<file path="config.mk">
export PLATFORM = sky130hd
export DESIGN_NAME = rx_idle_timeout
export DESIGN_NICKNAME = d
export VERILOG_FILES = /design/src/rtl/rxto_pkg.sv /design/src/rtl/rxto_frame_len.sv /design/src/rtl/rxto_bit_counter.sv /design/src/rtl/rxto_irq_flag.sv /design/src/rtl/rx_idle_timeout.sv
export SDC_FILE = /design/constraint.sdc
export NUM_CORES = 1
export LEC_CHECK = 0
export BUFFER_PORTS_ARGS = -buffer_cell sky130_fd_sc_hd__buf_2
export CAP_MARGIN = 25
export CORE_MARGIN = 2
export CORE_UTILIZATION = 42
export CTS_CLUSTER_SIZE = 30
export DETAILED_ROUTE_END_ITERATION = 10
export PLACE_DENSITY = 0.75
export SYNTH_ARGS = -nofsm -noshare
export SYNTH_HDL_FRONTEND = slang
export SYNTH_SLANG_ARGS = --single-unit
export TNS_END_PERCENT = 5
</file>
<file path="constraint.sdc">
create_clock -name clk -period 3 [get_ports clk]
set_clock_uncertainty 0.05 [all_clocks]
set_input_delay 0.6 -clock clk [delete_from_list [all_inputs] [get_ports clk]]
set_output_delay 0.6 -clock clk [all_outputs]
set_load 0.02 [all_outputs]
</file>
<file path="src/rtl/rxto_pkg.sv">
// Package: shared types and the frame-length function for the receive
// character-timeout detector. Assumes data lengths of 5..8 bits.
package rxto_pkg;

    // Stop-bit setting codes as seen on the line-control input.
    typedef enum logic [1:0] {
        STOP_ONE      = 2'd0,
        STOP_ONE_HALF = 2'd1,
        STOP_TWO      = 2'd2,
        STOP_TWO_ALT  = 2'd3
    } stop_sel_t;

    localparam int unsigned MIN_DATA_BITS = 5;
    localparam int unsigned MAX_CHAR_BITS = 1 + 8 + 1 + 2;
    localparam int unsigned CHAR_BITS_W   = $clog2(MAX_CHAR_BITS + 1);

    // Bits per frame: start + data + parity + stop (1.5 stop rounded up).
    function automatic logic [CHAR_BITS_W-1:0] frame_bits(
        input logic [1:0] data_len,
        input logic       parity_en,
        input stop_sel_t  stop_sel
    );
        logic [CHAR_BITS_W-1:0] stop_bits;
        stop_bits = (stop_sel == STOP_ONE) ? CHAR_BITS_W'(1) : CHAR_BITS_W'(2);
        return CHAR_BITS_W'(1) + CHAR_BITS_W'(MIN_DATA_BITS)
             + CHAR_BITS_W'(data_len) + CHAR_BITS_W'(parity_en) + stop_bits;
    endfunction

endpackage

</file>
<file path="src/rtl/rxto_frame_len.sv">
// Module: rxto_frame_len
// Turns the line-control fields into the timeout span in bit ticks
// (CHAR_SPAN character times). Purely combinational; assumes the fields
// are stable or that a change should apply immediately.
module rxto_frame_len
    import rxto_pkg::*;
#(
    parameter int unsigned CHAR_SPAN = 4,
    parameter int unsigned CNT_W     = $clog2(CHAR_SPAN * MAX_CHAR_BITS + 1)
) (
    input  logic [1:0]       data_len_i,
    input  logic             parity_en_i,
    input  logic [1:0]       stop_sel_i,
    output logic [CNT_W-1:0] span_o
);
    localparam bit SPAN_POW2  = (CHAR_SPAN & (CHAR_SPAN - 1)) == 0;
    localparam int unsigned SPAN_SHIFT = $clog2(CHAR_SPAN);

    logic [CHAR_BITS_W-1:0] char_bits;

    // Bits in one frame under the current format.
    always_comb char_bits = frame_bits(data_len_i, parity_en_i, stop_sel_t'(stop_sel_i));

    // Scale to the span: a shift when the span count is a power of two.
    generate
        if (SPAN_POW2) begin : g_shift
            always_comb span_o = CNT_W'(char_bits) << SPAN_SHIFT;
        end else begin : g_mult
            always_comb span_o = CNT_W'(char_bits) * CNT_W'(CHAR_SPAN);
        end
    endgenerate

endmodule

</file>
<file path="src/rtl/rxto_bit_counter.sv">
// Module: rxto_bit_counter
// Counts bit ticks while the FIFO is non-empty and no restart is seen,
// saturating at the span. Emits a one-cycle fire pulse on the tick that
// reaches (or passes, after a format shrink) the span. Restart wins
// over a same-cycle tick.
module rxto_bit_counter #(
    parameter int unsigned CNT_W = 6
) (
    input  logic             clk,
    input  logic             rst_n,
    input  logic             restart_i,
    input  logic             tick_i,
    input  logic [CNT_W-1:0] span_i,
    output logic             fire_o
);
    logic [CNT_W-1:0] cnt_q;
    logic [CNT_W:0]   cnt_next;

    // Value the count would take on an accepted tick.
    always_comb cnt_next = {1'b0, cnt_q} + (CNT_W+1)'(1);

    // Fire when an accepted tick reaches the current span.
    always_comb fire_o = !restart_i && tick_i && (cnt_next >= {1'b0, span_i});

    // Idle bit-tick counter with restart priority and saturation.
    always_ff @(posedge clk) begin
        if (!rst_n || restart_i) begin
            cnt_q <= '0;
        end else if (tick_i && (cnt_q < span_i)) begin
            cnt_q <= cnt_next[CNT_W-1:0];
        end
    end

    // any restart leaves the count at zero next cycle.
    a_r8_restart_zero: assert property (@(posedge clk) disable iff (!rst_n)
        restart_i |=> (cnt_q == '0));

    // the count never moves by more than one per cycle.
    a_r3_step_one: assert property (@(posedge clk) disable iff (!rst_n)
        !$past(restart_i) |-> (cnt_q <= $past(cnt_q) + CNT_W'(1)));

    // without a tick the count cannot grow.
    a_r3_needs_tick: assert property (@(posedge clk) disable iff (!rst_n)
        (!tick_i && !restart_i) |=> $stable(cnt_q));

endmodule

</file>
<file path="src/rtl/rxto_irq_flag.sv">
// Module: rxto_irq_flag
// Sticky timeout flag: set by the counter's fire pulse, cleared by a host
// read or an empty FIFO. A received character does not clear it.
module rxto_irq_flag (
    input  logic clk,
    input  logic rst_n,
    input  logic fire_i,
    input  logic host_rd_i,
    input  logic fifo_empty_i,
    output logic irq_o
);
    // Hold the interrupt until the host reads or the FIFO drains.
    always_ff @(posedge clk) begin
        if (!rst_n || host_rd_i || fifo_empty_i) begin
            irq_o <= 1'b0;
        end else if (fire_i) begin
            irq_o <= 1'b1;
        end
    end

    // a host read clears the flag.
    a_r5_read_clears: assert property (@(posedge clk) disable iff (!rst_n)
        host_rd_i |=> !irq_o);

    // an empty FIFO clears the flag.
    a_r6_empty_clears: assert property (@(posedge clk) disable iff (!rst_n)
        fifo_empty_i |=> !irq_o);

    // a set flag stays set unless a clear condition was present.
    a_r7_sticky: assert property (@(posedge clk) disable iff (!rst_n)
        (irq_o && !host_rd_i && !fifo_empty_i) |=> irq_o);

endmodule

</file>
<file path="src/rtl/rx_idle_timeout.sv">
// Module: rx_idle_timeout (top)
// Receive character-timeout detector. Raises timeout_irq_o when the FIFO
// has held data for CHAR_SPAN character times of bit ticks with no new
// character and no host read. Assumes all pulse inputs are synchronous
// to clk and one cycle wide.
module rx_idle_timeout
    import rxto_pkg::*;
#(
    parameter int unsigned CHAR_SPAN = 4
) (
    input  logic       clk,
    input  logic       rst_n,
    input  logic       fifo_nonempty_i,
    input  logic       char_rcvd_i,
    input  logic       host_rd_i,
    input  logic       bit_tick_i,
    input  logic [1:0] data_len_i,
    input  logic       parity_en_i,
    input  logic [1:0] stop_sel_i,
    output logic       timeout_irq_o
);
    localparam int unsigned MAX_SPAN = CHAR_SPAN * MAX_CHAR_BITS;
    localparam int unsigned CNT_W    = $clog2(MAX_SPAN + 1);

    logic [CNT_W-1:0] span;
    logic             restart;
    logic             fire;

    // Any activity, or an empty FIFO, restarts the idle count.
    always_comb restart = !fifo_nonempty_i || char_rcvd_i || host_rd_i;

    rxto_frame_len #(
        .CHAR_SPAN (CHAR_SPAN),
        .CNT_W     (CNT_W)
    ) i_frame_len (
        .data_len_i  (data_len_i),
        .parity_en_i (parity_en_i),
        .stop_sel_i  (stop_sel_i),
        .span_o      (span)
    );

    rxto_bit_counter #(
        .CNT_W (CNT_W)
    ) i_counter (
        .clk       (clk),
        .rst_n     (rst_n),
        .restart_i (restart),
        .tick_i    (bit_tick_i),
        .span_i    (span),
        .fire_o    (fire)
    );

    rxto_irq_flag i_flag (
        .clk          (clk),
        .rst_n        (rst_n),
        .fire_i       (fire),
        .host_rd_i    (host_rd_i),
        .fifo_empty_i (!fifo_nonempty_i),
        .irq_o        (timeout_irq_o)
    );

    // the flag only rises after a tick with data and no restart.
    a_r3_rise_on_tick: assert property (@(posedge clk) disable iff (!rst_n)
        $rose(timeout_irq_o) |-> ($past(bit_tick_i) && $past(fifo_nonempty_i)
                                  && !$past(char_rcvd_i) && !$past(host_rd_i)));

    // no flag is raised while the FIFO is empty.
    a_r1_empty_quiet: assert property (@(posedge clk) disable iff (!rst_n)
        !fifo_nonempty_i |=> !timeout_irq_o);

    // reset leaves the flag low.
    a_r10_reset_low: assert property (@(posedge clk)
        !rst_n |=> !timeout_irq_o);

endmodule

</file>
==> out/qor.yml, run 1 <==
seq_power_share_pct: 38.9
path_max_fanout: 2
drive_above_1_share_pct: 25.3
tightest_slew_ps: 434
p_sw_uw: 67.8
hold_ws_ps: 453
max_freq_ghz: 0.362
fin_crit_ps: 2760
slew_violations: 0
power_frac_comb_pct: 23.8
synthCells: 68
r2r_slack_ps: 580
grt.total_usage_pct: 15.3
drt_iter0_markers: 8
post_cts_resized: 0
yosys_warnings: 0
floorplan.initialDensity_pct: 46.2
p_int_uw: 174
antenna_found_initial: 0
ys_types: 24
yosysSeqAreaShare_pct: 22.7
clk-insertion-delay-late_ps: 260
overflow: 0
finalSetupTns_ps: 0
required_ps: 3090
final_common_cell: "buf_2"
clock_sinks: 7
critPathKind: "in2reg"
die_x_um: 42.3
final_antenna_net_count: 0
dr.pass1.iters: 4
cts_root_buf: "clkbuf_4"
p_sw_share_pct: 28.1
power_leakage_nw: 0.342
diodes: 0
cts_tree: "yes"
drt_wl_total_um: 1160
stdcell_area_um2: 719
via_count: 514
syn-num-nets: 90
relSlewSlack_pct: 71.1
gp_congestion: 0.773
io_buffers: 11
p_per_area_nw_per_um2: 336
status: "finished, final reports clean"
io_pins: 12
placed_area_um2: 693
cap_violations: 0
synth_fa_ha_area_share_pct: 25.4
final_cell_mix: "11 x buf_2, 10 x nor2_1, 10 x ha_1"
die-height_um: 42.3
synth_simple_gate_area_share_pct: 19.1
drc: 0
power.ir.vdd_worst_v: 0.000210
setup_viol: 0
cp.arrival_ps: 2850
core.rowCount: 13
cts_hold_buf: 0
startpoint_type: "primary input"
avgSynthCellArea_um2: 9.07
pwr-share-clk_pct: 37.3
min_period_over_period_pct: 92.1
viasPerCell: 5.24
ff2ff_path_depth: 8
final_net_count: 106
htree_levels: 1
fin_ws_ps: 237
dieArea_um2: 1790
wl_per_cell_um: 11.8
syn-cell-area_um2: 617
synth_compound_area_share_pct: 16.2
hold_violations: 0
rsz0062_at_grt: "no"
areaGrowthSynthToFinish_pct: 16.6
grt_max_degree: 7
whs_path_depth: 2
finalPower_uw: 242
hold_class: "reg2reg"
hpwl_um: 933
grt_pass1_wl_um: 1990
clk_path_buf_depth: 2
synth_seq_cells: 7
cts_inserted_buffers: 3
muxShareOfSynthArea_pct: 0
grt_pass1_vias: 502
cts_setup_buffers: 0
path_clk_slew_ps: 60
synth_top_family_by_area: "adder cells"
dp_slack_ps: -44.8
end_kind: "register"
synth-xor-area-share_pct: 12.8
core-area_um2: 1330
final timing paths:
kind	start	end
max	data_len_i[0]	i_flag.irq_o$_SDFFE_PP0P_
min	i_counter.cnt_q[1]$_SDFFE_PP0P_	i_counter.cnt_q[1]$_SDFFE_PP0P_
max reg2reg	i_counter.cnt_q[2]$_SDFFE_PP0P_	i_flag.irq_o$_SDFFE_PP0P_
min reg2reg	i_counter.cnt_q[1]$_SDFFE_PP0P_	i_counter.cnt_q[1]$_SDFFE_PP0P_
area by class of cell:
type / instances / area [um^2]
inverter: 5 / 18.8
multi-input combinational: 55 / 453
sequential: 7 / 140
clock buffer: 4 / 26.3
fill: 127 / 614
tap: 15 / 18.8
timing repair buffer: 12 / 62.6
per-stage QoR:
stage	util, %	instances
after CTS	53.9	98
after global routing	53.9	98
after detailed placement	52.0	94
after floorplan	-	68
after global placement	52.0	94
final	53.9	98
cells by family after synthesis:
| logic type | after synthesis |
|---|---|
| buf+inv | 6 |
| flops | 7 |
| fa+ha+maj | 12 |
| simple gates | 23 |
| xor+xnor | 9 |
| compound gates | 11 |
flip-flops by register name (all words and copies together) (netlist names):
register / flops
i_flag.irq_o: 1
i_counter.cnt_q: 6
synth_stat cells, drive strengths merged:
cell type  number  share of area [%]
a2111oi         1                2.4
a21oi           2                1.6
a221oi          1                4.3
a311o           1                1.6
buf             1               0.81
dfxtp           7                 23
fa              1                3.2
ha             10                 20
inv             5                3.0
maj3            1                1.8
nand2           2                1.2
nand2b          2                2.0
nand3           3                3.2
nand4b          1                1.4
nor2           10                6.1
nor2b           2                2.0
o2111ai         1                1.4
o21ai           3                2.4
o21bai          2                2.4
or2             3                3.0
xnor2           3                4.3
xor2            6                8.5
power groups by stage:
| stage | clock network [mW] | registers, mW | logic [mW] |
|---|---|---|---|
| 2_1_floorplan | 0 | 0.0958 | 0.0396 |
| 6_report | 0.0901 | 0.0939 | 0.0576 |
| 4_1_cts | 0.0928 | 0.0939 | 0.0581 |
| 3_3_place_gp | 0 | 0.0959 | 0.0564 |
| 5_1_grt | 0.0986 | 0.0939 | 0.0652 |
| 3_5_place_dp | 0 | 0.0959 | 0.0578 |
critical path, cell delays in order:
cell and delay (ps):
buf_2 110, fa_1 420, ha_1 280, inv_1 50, ha_1 280, nor2b_1 130, a311o_1 260, maj3_2 300
a2111oi_2 360, nor2_1 60
per-layer routing:
layer	routed length, um	vias up	track usage [%]
li1	-	264	-
met1	535	235	17.6
met2	533	10	23.1
met3	38	5	2.59
met4	53	0	15.0
met5	0	-	0
Power figures use the tool's default switching activity.
==> run 2, diff against run 1 <==
==> constraint.sdc (replaced) <==
create_clock -name clk -period 2.7 [get_ports clk]
set_clock_uncertainty 0.05 [all_clocks]
set_input_delay 0.54 -clock clk [delete_from_list [all_inputs] [get_ports clk]]
set_output_delay 0.54 -clock clk [all_outputs]
set_load 0.02 [all_outputs]
==> run 2 against run 1 <==
Setup slack worse by 160 ps. Global-route usage rose by 1.2 points. Core utilization rose by 2.5 points. Register-to-register slack lost 280 ps. Highest routed layer unchanged. Via count rose by 4.9%. First-iteration DRC count increased to 2.5 times the previous value. Die area unchanged. Power increased by 15%. Count of clock-buffer cells in the layout decreased by 1. Sequential share of layout area down 0.87 points. Design area up 4.7%. Sequential power is 11% higher.
==> out/qor.yml, run 2 (synthesized netlist as in run 1, its figures left out) <==
stdcell_area_um2: 753
p_per_area_nw_per_um2: 369
final_common_cell: "buf_2"
antenna_found_initial: 0
timing.rr.start: "i_counter.cnt_q[2]$_SDFFE_PP0P_"
path_max_fanout: 2
end_kind: "register"
r2r_slack_ps: 300
post_cts_resized: 0
io_pins: 12
fin_util_pct: 56.5
grt.total_usage_pct: 16.4
critPathTopFamily: "adder cells"
final_antenna_net_count: 0
diodes: 0
fin_crit_ps: 2620
dp_slack_ps: -218
cpPeakStageDelay_ps: 410
required_ps: 2800
drc: 0
clock_sinks: 7
hold_ws_ps: 462
hpwl_um: 966
die-height_um: 42.3
worst-path-stages: 10
path_clk_slew_ps: 60
finalSetupTns_ps: 0
cap_violations: 0
core.rowCount: 13
top_register: "i_counter.cnt_q"
max_freq_ghz: 0.382
rsz0062_at_grt: "yes"
dieArea_um2: 1790
overflow: 0
drt_wl_total_um: 1230
hold_class: "reg2reg"
htree_levels: 1
r2r-end: "i_flag.irq_o$_SDFFE_PP0P_"
grt_pass1_wl_um: 2210
path_cells: "buf_2 -> fa_1 -> ha_1 -> inv_1 -> ha_1 -> nor2b_1 -> a311o_1 -> maj3_2 -> a2111oi_4 -> nor2_1"
die_x_um: 42.3
power.ir.vdd_worst_v: 0.000245
cts_root_buf: "clkbuf_4"
grt_max_degree: 7
clk-insertion-delay-late_ps: 260
tightest_slew_ps: 330
clk_path_buf_depth: 2
io_buffers: 11
startpoint_type: "primary input"
drt_iter0_markers: 20
status: "finished, final reports clean"
cts_tree: "yes"
gp_congestion: 0.784
via_count: 539
floorplan.initialDensity_pct: 46.2
dr.pass1.iters: 4
relSlewSlack_pct: 78.0
largest_reg_flops: 6
reg.largest.list: "i_counter.cnt_q x6, i_flag.irq_o x1"
power_leakage_nw: 0.358
slew_violations: 0
crit_start: "data_len_i[0]"
areaGrowthSynthToFinish_pct: 22.1
setup_viol: 0
wl_per_cell_um: 12.3
min_period_over_period_pct: 97.0
drive_above_1_share_pct: 29.4
slowest_stage: "fa_1"
ff2ff_path_depth: 8
critical_path_buf_inv_count: 2
placed_area_um2: 708
finalPower_uw: 278
grt_pass1_vias: 539
cts_inserted_buffers: 3
final_net_count: 108
cp.arrival_ps: 2720
place_inst: 96
hold_violations: 0
core-area_um2: 1330
fin_ws_ps: 80.1
viasPerCell: 5.39
final_cell_mix: "11 x buf_2, 10 x ha_1, 9 x nor2_1"
cts_hold_buf: 0
cp_common_cell: "ha_1"
critPathKind: "in2reg"
cts_setup_buffers: 0
endpoint: "i_flag.irq_o$_SDFFE_PP0P_"
stdcell_count: 100
-- run 2: changes by cell type in the layout (fill, tap and decap cells not counted), sizes merged --
cell | previous run | this run
clkinv | 0 | 1
clkbuf | 4 | 3
buf | 12 | 14
-- run 2: per-layer routing --
layer	share of wire [%]	vias up	track usage, %	wire length, um
met5	0	-	0	0
met4	1.1	0	9.38	14
met3	3.9	3	2.59	48
met2	54	17	28.9	668
met1	41	253	18.5	503
li1	-	266	-	-
-- run 2: area by class of cell --
cell class	count	area [um^2]
Sequential cell	7	140
Clock buffer	3	22.5
Timing Repair Buffer	14	77.6
Fill cell	124	581
Inverter	5	18.8
Clock inverter	1	5.00
Multi-Input combinational cell	55	470
Tap cell	15	18.8
-- run 2: how the worst min path moves through the flow --
stage	start	to	slack, ps	cells past startpoint
after floorplan	i_counter.cnt_q[1]$_SDFFE_PP0P_	i_counter.cnt_q[1]$_SDFFE_PP0P_	420	2
after global placement	i_counter.cnt_q[1]$_SDFFE_PP0P_	i_counter.cnt_q[1]$_SDFFE_PP0P_	430	2
after global routing	fifo_nonempty_i	i_flag.irq_o$_SDFFE_PP0P_	500	3
after CTS	i_counter.cnt_q[1]$_SDFFE_PP0P_	i_counter.cnt_q[1]$_SDFFE_PP0P_	470	2
final	i_counter.cnt_q[1]$_SDFFE_PP0P_	i_counter.cnt_q[1]$_SDFFE_PP0P_	460	2
after detailed placement	i_counter.cnt_q[1]$_SDFFE_PP0P_	i_counter.cnt_q[1]$_SDFFE_PP0P_	460	2
-- run 2: power by group --
group,internal [mW],leakage [nW],switching (mW)
Clock,0.0546,0.0177,0.0475
Sequential,0.104,0.0564,0.000525
Combinational,0.0376,0.284,0.0339
-- run 2: tightest hold or removal path, cell delays in order, from the launching register on --
cell     delay [ps]
dfxtp_1         330
nand2_1          70
a21oi_1          60
==> run 3, diff against run 2 <==
==> constraint.sdc (replaced) <==
create_clock -name clk -period 2.7 [get_ports clk]
set_clock_uncertainty 0.05 [all_clocks]
set_input_delay 0.405 -clock clk [delete_from_list [all_inputs] [get_ports clk]]
set_output_delay 0.405 -clock clk [all_outputs]
set_load 0.02 [all_outputs]
==> run 3 against run 2 <==
Wire length decreased by 15%. Cell count fell by 2.0%. Design area is 4.5% lower. First-iteration DRC count is 90% lower. Sequential cell count did not move. Sequential power is essentially flat. Core utilization decreased by 2.5 points. Sequential share of layout area rose by 0.87 points. Non-clock buffer count fell by 2. Global-route usage is 2.4 points lower. Critical path depth stayed put. Critical endpoint unchanged. Largest power group unchanged.
==> out/qor.yml, run 3 (synthesized netlist as in run 1, its figures left out) <==
startpoint_type: "primary input"
via_count: 512
final_antenna_net_count: 0
antenna_found_initial: 0
wl_per_cell_um: 10.8
clk_path_buf_depth: 2
stdcell_area_um2: 719
drt_iter0_markers: 2
final_common_cell: "buf_2"
cts_setup_buffers: 0
cts_hold_buf: 0
hpwl_um: 863
grt_pass1_vias: 489
floorplan.initialDensity_pct: 46.2
clk-insertion-delay-late_ps: 250
tightest_slew_ps: 323
drive_above_1_share_pct: 25.3
seq_power_share_pct: 40.1
status: "finished, final reports clean"
reg.largest.list: "i_counter.cnt_q x6, i_flag.irq_o x1"
io_pins: 12
die_x_um: 42.3
cap_violations: 0
largest_reg_flops: 6
power.ir.vdd_worst_v: 0.000268
top_register: "i_counter.cnt_q"
final_cell_mix: "11 x buf_2, 10 x nor2_1, 10 x ha_1"
cp.arrival_ps: 2640
post_cts_resized: 0
grt.total_usage_pct: 14.0
p_per_area_nw_per_um2: 361
htree_levels: 1
gp_congestion: 0.786
core.rowCount: 13
power_frac_comb_pct: 23.3
cts_root_buf: "clkbuf_4"
place_inst: 94
grt_max_degree: 7
hold_violations: 0
grt_pass1_wl_um: 1900
power_leakage_nw: 0.342
die-height_um: 42.3
drc: 0
core-area_um2: 1330
end_kind: "register"
pwr-share-clk_pct: 36.6
rsz0062_at_grt: "no"
p_int_uw: 191
dr.pass1.iters: 2
p_sw_share_pct: 26.7
cts_tree: "yes"
hold_class: "in2reg"
min_period_over_period_pct: 94.6
clock_sinks: 7
dieArea_um2: 1790
drt_wl_total_um: 1050
areaGrowthSynthToFinish_pct: 16.6
required_ps: 2780
finalSetupTns_ps: 0
cts_inserted_buffers: 3
final_net_count: 106
viasPerCell: 5.22
slew_violations: 0
fin_crit_ps: 2560
critPathKind: "in2reg"
path_max_fanout: 2
p_sw_uw: 69.3
placed_area_um2: 693
io_buffers: 11
path_clk_slew_ps: 50
max_freq_ghz: 0.391
stdcell_count: 98
setup_viol: 0
relSlewSlack_pct: 78.4
diodes: 0
overflow: 0
-- run 3: per-stage QoR --
stage	hold WS (ps)	utilization [%]	setup slack, ps	power [mW]
3_5_place_dp	440	52.0	-143	0.168
3_3_place_gp	437	52.0	-94.7	0.166
5_1_grt	385	53.9	32.3	0.275
4_1_cts	376	53.9	124	0.264
6_report	378	53.9	145	0.260
2_1_floorplan	420	-	60.5	0.150
-- run 3: worst max-delay path, stage by stage --
cell,delay [ps]
buf_2,110
fa_1,410
ha_1,280
inv_1,50
ha_1,270
nor2b_1,130
a311o_1,260
maj3_2,300
a2111oi_2,350
nor2_1,70
-- run 3: per-layer routing --
| layer | GRT usage (%) | part of all wire [%] |
|---|---|---|
| met5 | 0 | 0 |
| met4 | 11.3 | 3.6 |
| met3 | 1.29 | 2.2 |
| met2 | 21.2 | 46 |
| met1 | 17.8 | 48 |
-- run 3: layout make-up --
class,instances,area [um^2]
timing repair buffer,12,62.6
fill,132,614
inverter,5,18.8
multi-input combinational,55,453
sequential,7,140
tap,15,18.8
clock buffer,4,26.3
-- run 3: path summary, 6_finish.rpt --
kind                                        start                         endpoint  slack (ps)  cells after the start
setup / recovery                    data_len_i[0]        i_flag.irq_o$_SDFFE_PP0P_         140                     10
hold / removal                    fifo_nonempty_i        i_flag.irq_o$_SDFFE_PP0P_         380                      3
setup reg to reg  i_counter.cnt_q[2]$_SDFFE_PP0P_        i_flag.irq_o$_SDFFE_PP0P_         320                      8
hold reg to reg   i_counter.cnt_q[1]$_SDFFE_PP0P_  i_counter.cnt_q[1]$_SDFFE_PP0P_         450                      2
-- run 3: power by group through the flow --
stage / clock, mW / combinational [mW] / sequential, mW
after floorplan: 0 / 0.0440 / 0.106
after global placement: 0 / 0.0599 / 0.107
after global routing: 0.102 / 0.0689 / 0.104
final: 0.0952 / 0.0605 / 0.104
after CTS: 0.0975 / 0.0621 / 0.104
after detailed placement: 0 / 0.0616 / 0.107
